**src/rtl/vga_pixdbl_overlay.sv**
```systemverilog
`timescale 1ns/1ps
module vga_pixdbl_overlay #(
  parameter int SCR_W    = 640,
  parameter int SCR_H    = 480,
  parameter int SCALE_SH = 1,
  parameter int CELL_SH  = 3,
  parameter int TXT_DEPTH = 8192,
  parameter int WORD_W   = 16,
  parameter int CODE_W   = 8,
  parameter int CH_W     = 4
) (
  input  logic                                   clk,
  input  logic                                   rst,
  input  logic [$clog2(SCR_W)-1:0]               x_in,
  input  logic [$clog2(SCR_H)-1:0]               y_in,
  input  logic                                   de_in,
  output logic [$clog2((SCR_W>>SCALE_SH)*(SCR_H>>SCALE_SH))-1:0] fb_addr,
  input  logic [WORD_W-1:0]                      fb_data,
  output logic [$clog2(TXT_DEPTH)-1:0]           txt_addr,
  input  logic [CODE_W-1:0]                      txt_code,
  output logic [CH_W-1:0]                        red,
  output logic [CH_W-1:0]                        green,
  output logic [CH_W-1:0]                        blue
);
  localparam int XW       = $clog2(SCR_W);
  localparam int YW       = $clog2(SCR_H);
  localparam int BUF_W    = SCR_W >> SCALE_SH;
  localparam int BUF_H    = SCR_H >> SCALE_SH;
  localparam int FB_DEPTH = BUF_W * BUF_H;
  localparam int FB_AW    = $clog2(FB_DEPTH);
  localparam int COLS     = SCR_W >> CELL_SH;
  localparam int ROWS     = SCR_H >> CELL_SH;
  localparam int CELLS    = COLS * ROWS;
  localparam int TXT_AW   = $clog2(TXT_DEPTH);

  logic [XW-1:0]      bx, cx;
  logic [YW-1:0]      by, cy;
  logic [CELL_SH-1:0] sub_now;
  logic [CELL_SH-1:0] sub_p0, sub_p1;
  logic               de_p0, de_p1, de_p2;
  logic               glyph_on;
  logic [WORD_W-1:0]  word_q;

  assign bx = x_in >> SCALE_SH;
  assign by = y_in >> SCALE_SH;
  assign cx = x_in >> CELL_SH;
  assign cy = y_in >> CELL_SH;
  assign sub_now = x_in[CELL_SH-1:0] + y_in[CELL_SH-1:0];

  // stage 0: addresses out, side info into the delay line
  always_ff @(posedge clk) begin
    if (rst) begin
      fb_addr  <= '0;
      txt_addr <= '0;
      de_p0    <= 1'b0;
      sub_p0   <= '0;
    end else begin
      fb_addr  <= FB_AW'(by * BUF_W + bx);
      txt_addr <= TXT_AW'(cy * COLS + cx);
      de_p0    <= de_in;
      sub_p0   <= sub_now;
    end
  end

  // stage 1: memories answer; side info waits one clock
  always_ff @(posedge clk) begin
    if (rst) begin
      de_p1  <= 1'b0;
      sub_p1 <= '0;
    end else begin
      de_p1  <= de_p0;
      sub_p1 <= sub_p0;
    end
  end

  // stage 2: glyph lookup and pixel capture
  always_ff @(posedge clk) begin
    if (rst) begin
      glyph_on <= 1'b0;
      word_q   <= '0;
      de_p2    <= 1'b0;
    end else begin
      glyph_on <= (txt_code != '0) && txt_code[sub_p1];
      word_q   <= fb_data;
      de_p2    <= de_p1;
    end
  end

  // stage 3: source select, truncation, blanking
  always_ff @(posedge clk) begin
    if (rst || !de_p2) begin
      red   <= '0;
      green <= '0;
      blue  <= '0;
    end else if (glyph_on) begin
      red   <= '1;
      green <= '1;
      blue  <= '1;
    end else begin
      red   <= word_q[15 -: CH_W];
      green <= word_q[10 -: CH_W];
      blue  <= word_q[4  -: CH_W];
    end
  end

  // cycles since reset, so history checks never reach into reset
  logic [2:0] warm;
  always_ff @(posedge clk) begin
    if (rst) warm <= '0;
    else if (warm != 3'd4) warm <= warm + 3'd1;
  end

  p_blank_r8: assert property (@(posedge clk) disable iff (rst)
    (warm == 3'd4 && !$past(de_in, 4)) |-> (red == '0 && green == '0 && blue == '0));

  p_white_r6: assert property (@(posedge clk) disable iff (rst)
    (warm == 3'd4 && $past(de_in, 4) &&
     ((($past(txt_code, 2)) >> CELL_SH'($past(x_in[CELL_SH-1:0], 4) + $past(y_in[CELL_SH-1:0], 4))) & CODE_W'(1)) != '0)
    |-> (red == '1 && green == '1 && blue == '1));

  p_pixel_r7: assert property (@(posedge clk) disable iff (rst)
    (warm == 3'd4 && $past(de_in, 4) && $past(txt_code, 2) == '0)
    |-> (red == $past(fb_data[15:12], 2) && green == $past(fb_data[10:7], 2) && blue == $past(fb_data[4:1], 2)));

  p_pair_hold_r2: assert property (@(posedge clk) disable iff (rst)
    (warm == 3'd4 && ($past(x_in) >> SCALE_SH) == (x_in >> SCALE_SH) &&
     ($past(y_in) >> SCALE_SH) == (y_in >> SCALE_SH)) |=> $stable(fb_addr));

  p_addr_range_r9: assert property (@(posedge clk) disable iff (rst)
    (warm == 3'd4 && $past(x_in) < XW'(SCR_W) && $past(y_in) < YW'(SCR_H))
    |-> (fb_addr < FB_AW'(FB_DEPTH) && txt_addr < TXT_AW'(CELLS)));
endmodule

```
**config.mk**
```make
export PLATFORM = sky130hd
export DESIGN_NAME = vga_pixdbl_overlay
export DESIGN_NICKNAME = d
export VERILOG_FILES = /design/src/rtl/vga_pixdbl_overlay.sv
export SDC_FILE = /design/constraint.sdc
export NUM_CORES = 1
export LEC_CHECK = 0
export BUFFER_PORTS_ARGS = -buffer_cell sky130_fd_sc_hd__buf_2
export CORE_AREA = 2 2 95 97
export CTS_BUF_LIST = sky130_fd_sc_hd__clkbuf_8
export DETAILED_ROUTE_END_ITERATION = 10
export DIE_AREA = 0 0 97 99
export GPL_TIMING_DRIVEN = 0
export HOLD_SLACK_MARGIN = 0.02
export SLEW_MARGIN = 20
export SYNTH_ARGS = -nofsm -noshare
export SYNTH_HDL_FRONTEND = slang
export SYNTH_SLANG_ARGS = --single-unit
export TNS_END_PERCENT = 100
```
**constraint.sdc**
```tcl
create_clock -name clk -period 5.1 [get_ports clk]
set_input_delay 0.51 -clock clk [delete_from_list [all_inputs] [get_ports clk]]
set_output_delay 0.51 -clock clk [all_outputs]
set_load 0.02 [all_outputs]
```
==> key figures, run 1 <==
Yosys
  • Cell Area, Synth: about 2600 um2
  • EDFF count, synth: 0
  • Area contributors post-synth: dfxtp_1 (46%), ha_1 (9.2%), nor2b_1 (7.5%)
  • Post-synth top area cell: dfxtp_1
  • Yosys reg bits: 60
  • Async set-or-reset flop fraction in the synthesized netlist: 0%
  • Net count after synthesis: 330
  • Dominant synthesized flop cell: dfxtp_1
  • Mapped Avg Cell Area: 9.95 um2
  • Sequential area share after synthesis: 46.4%
  • Post-synth cell types: 37
  • Post-synth top area share: 46.4%
  • Synth Warn #: 0
  • Synth Instances: 260

STA
  • Final Skew: 0.00894 ns
  • Final period util: 50.4%
  • Worst-case headroom to the max-slew limit: 63.5%
  • Final Setup Violations: 0
  • Worst Tran Pin Value: about 0.55 ns
  • RSZ-0062 raised after global routing: no
  • Slew Limit Fails: 0
  • Setup Total Neg Slack: 0 ns
  • Min Tclk post-route: 2.57 ns
  • Final hold viol count: 0
  • Max Clock Freq: approximately 0.39 GHz

Pwr
  • Pwr Total: between 1000 and 1500 uW
  • Pwr Density: 364 nW/um2
  • Pleak: 0.00161 uW
  • Max IR drop VDD: between 100 and 150 uV

Placed design
  • Post-Place Cell Area: 3140 um2
  • Final HPWL DP: between 4 and 5 mm
  • Inst Count DP: 451
  • PortBufs: 83
  • Routability cong.: 0.839

Route
  • Total number of vias: 1,962
  • Drt drc: 0
  • First drt pass iteration count: 4
  • DRT antenna net count: 0
  • Via density: ~4.2
  • Final wirelength: between 5 and 6 mm
  • DR WL/cell: 11.8 um
  • Initial DRC Count: 26

Critical path
  • CP Capture Type: flop
  • Data arrival time of the worst path: 2.77 ns
  • Reg2Reg Depth: 3
  • Worst-path maximum fanout: 4
  • Crit-path most repeated cell: ha_1
  • Worst-path cell chain: buf_2, ha_1, ha_1, inv_1, fa_1, and3b_1, o211ai_1, nor4_1, xor2_1, nor2_1
  • Critical Path RT: between 5 and 6 ns
  • Worst R2R End: glyph_on
  • Critical R2R Launch: sub_p1[1]
  • CP max-delay cell: nor4_1
  • Setup slack, reg-to-reg: slightly below 4 ns
  • Crit path largest cell delay: 0.50 ns
  • WS Path Type: in -> reg
  • CP startpoint kind: input pin

Hold path
  • Hold Startpoint: fb_data[15]
  • Hold crit path type: in -> reg
  • Min-Delay Path Depth: 2
  • Min-Delay Endpoint: word_q[15]

Final layout
  • Layout Nets: about 420
  • Layout cells sized above 1: 30.2%
  • Area growth syn-to-layout: 29.2%
  • Most common cell after layout, fill and taps aside: buf_2
  • Post-layout util: 39.1%
  • Number of fill cells in the layout: 898
  • N_diodes: 0
  • Final Instance Area: between 3000 and 4000 um2
  • Commonest cells after routing, fill and taps aside: buf_2 (83), dfxtp_1 (60), nor2_1 (45)
  • Final Non-Filler Cells: 466

Die
  • Initial core utilization: roughly 30%
  • Die Span Y: 99 um
  • Core area: 8550 um2
  • DIE WIDTH: 97 um
  • Die area: 9600 um2
  • Cell row count: 34
  • Ports: 88

Clocking
  • Hold Buf Count CTS: 0
  • Post-CTS Setup Repair Bufs: 0
  • Clock Sinks: 60
  • Total CTS buffers: 9
  • CTS tree: yes
  • CTS clock-pin slew for the worst setup and hold paths: 0.06 ns
  • Max Root-Sink Buffers: 2
  • Worst-Skew Late Latency: 0.33 ns
  • Post-CTS resize count: 0
  • H-tree levels: 3
  • Root buffer cell: clkbuf_8

Job
  • Max Cap Viol: 0

Status
  • Status: finished clean

GRT
  • Grt total ovfl: 0
  • Initial antenna violation count: 0
  • GRT Util Overall: 12.3%
  • Largest net degree at the start of global routing: 11
  • Vias in the first global route: about 2,000
  • First-pass GRT wire length: 9.15 mm
-- cell type report --
type | instances | area, um2 | share of cell area (%)
clock buffers | 9 | 124 | 3.71
multi-input cells | 171 | 1250 | 37.5
inverters | 17 | 63.8 | 1.91
well taps | 108 | 135 | 4.04
plain buffers | 12 | 67.6 | 2.02
flip-flops and latches | 60 | 1200 | 35.9
clock inverters | 6 | 81.3 | 2.43
repair buffers | 83 | 415 | 12.4
-- worst max-delay path, delay by kind of cell --
family	cells	cell delay [ns]
compound gates	1	0.16
fa+ha+maj	3	0.92
xor+xnor	1	0.18
buf+inv	2	0.19
simple gates	3	0.80
-- power breakdown --
group / internal (uW) / switching [uW]
combinational: 108 / 144
sequential: 505 / 9.82
clock: 269 / 181
total: 882 / 334
-- per-layer routing --
metal | vias up | part of all wire [%] | wire (um) | track usage (%)
li1 | 1026 | - | - | -
met1 | 885 | 42 | 2320 | 13.2
met2 | 45 | 51 | 2810 | 21.6
met3 | 6 | 4.9 | 269 | 5.18
met4 | 0 | 1.5 | 84 | 4.66
met5 | - | 0 | 0 | 0
-- how the worst max path moves through the flow --
stage | start | endpoint | slack, ns | depth (start not counted)
global route | y_in[4] | fb_addr[15] | 2.36 | 10
detailed placement | y_in[2] | fb_addr[14] | 2.14 | 10
global placement | y_in[2] | fb_addr[14] | 2.22 | 10
finish | y_in[2] | fb_addr[14] | 2.53 | 10
CTS | y_in[2] | fb_addr[14] | 2.51 | 10
floorplan | y_in[2] | fb_addr[14] | 2.59 | 9
-- Yosys cell counts, types with 5 or more instances --
cell and number:
xnor2_1 13, dfxtp_1 60, a21o_1 5, nor2b_1 31, a21oi_1 7, fa_1 5, nor2_1 45, clkbuf_1 6
inv_1 17, nor3_1 5, xor2_1 5, ha_1 19
-- flip-flops by register name (all words and copies together), names as in the netlist --
register,count
blue,4
de_p0,1
de_p1,1
de_p2,1
fb_addr,17
glyph_on,1
green,4
red,4
sub_p0,3
sub_p1,3
txt_addr,9
word_q,12
-- through the flow --
stage               hold slack [ns]  setup WS [ns]
finish                        0.389           2.53
global route                  0.366           2.36
CTS                           0.368           2.51
detailed placement            0.425           2.14
global placement              0.415           2.22
floorplan                     0.411           2.59
-- cell families after synthesis --
group	count (synthesis)	synth area share (%)
DFF	60	46.4
muxes	4	2.52
and+or+nand+nor	101	20.6
xor gates and xnor gates	18	6.10
buffers and inverters	29	5.08
AOI/OAI and AO/OA	24	6.24
adders and majority gates	24	13.1
No activity file was read; power rests on OpenSTA's default activity.
==> run 2, diff against run 1 <==
==> constraint.sdc (replaced) <==
create_clock -name clk -period 2.25 [get_ports clk]
set_input_delay 0.225 -clock clk [delete_from_list [all_inputs] [get_ports clk]]
set_output_delay 0.225 -clock clk [all_outputs]
set_load 0.02 [all_outputs]
==> run 2 against run 1 <==
Hold slack got worse by 0.29 ns. Largest cell class unchanged. Critical path depth is the same. Via count increased by 0.36%. Flip-flop and latch count is the same. Final area is 1.0% higher. Highest routed layer unchanged. Non-clock buffer count is 1 higher. Register-to-register slack worse by 2.9 ns. Die area unchanged. Count of clock-buffer cells in the layout unchanged. Combinational power is 130% higher. Sequential share of layout area fell by 0.37 points.
==> key figures, run 2 (synthesis gave the netlist of run 1 again) <==
STA
  • Slew Limit Fails: 0
  • Final Skew: 0.00894 ns
  • Final period util: 93.0%
  • Worst Tran Pin Value: roughly 0.55 ns
  • Final hold viol count: 0
  • Min Tclk post-route: 2.09 ns
  • Hold WS: 0.104 ns
  • Final Setup Violations: 0
  • RSZ-0062 raised after global routing: no
  • Worst-case headroom to the max-slew limit: 63.6%
  • Max Clock Freq: 0.478 GHz

Critical path
  • Data arrival time of the worst path: 2.36 ns
  • Crit-path most repeated cell: ha_1
  • CP max-delay cell: fa_2
  • Critical R2R Launch: sub_p1[1]
  • Worst-path cell chain: buf_2, ha_1, ha_1, inv_1, fa_2, nor2b_1, o211ai_1, nor4_2, buf_4, a31o_1
  • Setup slack, reg-to-reg: 1.04 ns
  • WS Path Type: in -> reg
  • CP startpoint kind: input pin
  • Worst R2R End: glyph_on
  • CP Capture Type: flop
  • Crit path largest cell delay: 0.45 ns
  • Critical Path RT: 2.52 ns
  • Reg2Reg Depth: 3
  • Worst-path maximum fanout: 4

Job
  • Max Cap Viol: 0

GRT
  • GRT Util Overall: roughly 12%
  • First-pass GRT wire length: 9.16 mm
  • Vias in the first global route: 2,002
  • Largest net degree at the start of global routing: 11
  • Initial antenna violation count: 0
  • Grt total ovfl: 0

Die
  • Die Span Y: around 100 um
  • Die area: 9600 um2
  • Core area: 8550 um2
  • Initial core utilization: just over 30%
  • Ports: 88
  • Cell row count: 34
  • DIE WIDTH: 97 um

Clocking
  • H-tree levels: 3
  • CTS clock-pin slew for the worst setup and hold paths: approximately 0.06 ns
  • Worst-Skew Late Latency: 0.33 ns
  • CTS tree: yes
  • Clock Sinks: 60
  • Total CTS buffers: 9
  • Hold Buf Count CTS: 0
  • Max Root-Sink Buffers: 2
  • Root buffer cell: clkbuf_8

Final layout
  • Area growth syn-to-layout: 30.6%
  • Biggest regs: fb_addr: 17 flops, word_q: 12 flops, txt_addr: 9 flops
  • Post-layout util: 39.5%
  • Final Instance Area: 3380 um2
  • Multi-input gate area: around 1300 um2
  • Biggest register: fb_addr
  • Largest register FFs: 17
  • Most common cell after layout, fill and taps aside: buf_2
  • Layout cells sized above 1: about a third
  • Sequential cell area: about 1200 um2
  • Layout Nets: ~430
  • Commonest cells after routing, fill and taps aside: buf_2 (83), dfxtp_1 (60), nor2_1 (45)
  • Number of fill cells in the layout: 895
  • N_diodes: 0

Pwr
  • Comb power frac: 21.0%
  • Pleak: ~0.0016 uW
  • Pwr Total: between 2000 and 3000 uW
  • Max IR drop VDD: 241 uV
  • Pint: approximately 2000 uW
  • Clock network power share: a little under two fifths
  • Sw power: between 700 and 800 uW
  • Sw Share: approximately 28%
  • Register share of total power: 42.1%
  • Pwr Density: roughly 820 nW/um2

Route
  • Final wirelength: 5.50 mm
  • First drt pass iteration count: 4
  • DRT antenna net count: 0
  • Initial DRC Count: 23
  • DR WL/cell: ~12 um
  • Drt drc: 0
  • Total number of vias: 1,969
  • Via density: roughly 4.2

Hold path
  • Min-Delay Path Depth: 2
  • Hold Startpoint: fb_data[15]
  • Hold crit path type: in -> reg
  • Min-Delay Endpoint: word_q[15]

Placed design
  • PortBufs: 83
  • Routability cong.: 0.839
  • Post-Place Cell Area: 3140 um2
  • Final HPWL DP: 4.32 mm

Status
  • Status: finished clean
run 2: critical path, delay by kind of cell:
kind / cells / cell delay (ns)
AO/OA/AOI/OAI: 2 / 0.31
adder cells (fa/ha/maj): 3 / 0.98
buffers and inverters: 3 / 0.38
AND/OR/NAND/NOR: 2 / 0.47
run 2: final cells by class:
cell class / count / share of cell area [%]
Buffer: 12 / 2.00
Clock buffer: 9 / 3.67
Clock inverter: 6 / 2.41
Inverter: 17 / 1.89
Multi-Input combinational cell: 171 / 37.9
Sequential cell: 60 / 35.6
Tap cell: 108 / 4.00
Timing Repair Buffer: 84 / 12.5
run 2: what timing repair did:
| item | in CTS | in global routing |
|---|---|---|
| pin swaps | 0 | 1 |
| resized for setup | 1 | 4 |
| endpoints found under the setup margin | 1 | 6 |
| buffers inserted | 0 | 1 |
run 2: power by group through the flow:
stage          Combinational [uW]  Sequential, uW  Clock [uW]
6_report                      582            1170        1020
5_1_grt                       650            1170        1110
4_1_cts                       580            1170        1060
3_5_place_dp                  574            1190           0
3_3_place_gp                  568            1190           0
2_1_floorplan                 330            1260           0
run 2: how the worst max path moves through the flow:
stage	from	end	slack (ns)	cells past startpoint
finish	y_in[2]	fb_addr[16]	0.16	10
global route	y_in[4]	fb_addr[15]	0.04	10
CTS	y_in[4]	fb_addr[15]	0.04	10
detailed placement	y_in[2]	fb_addr[14]	-0.42	10
global placement	y_in[2]	fb_addr[14]	-0.34	10
floorplan	y_in[2]	fb_addr[14]	0.03	9
run 2: metal layers:
layer | GRT usage (%) | vias up | share of wire [%]
met5 | 0 | - | 0
met4 | 4.66 | 0 | 1.5
met3 | 5.18 | 6 | 4.9
met2 | 21.7 | 45 | 51
met1 | 13.2 | 888 | 42
li1 | - | 1030 | -
run 2: stage by stage:
stage	cells	worst slack [ns]	TNS [ns]
floorplan	260	0.0283	0
global placement	451	-0.343	-1.18
detailed placement	451	-0.422	-1.78
CTS	466	0.0435	0
global route	467	0.0370	0
finish	467	0.157	0
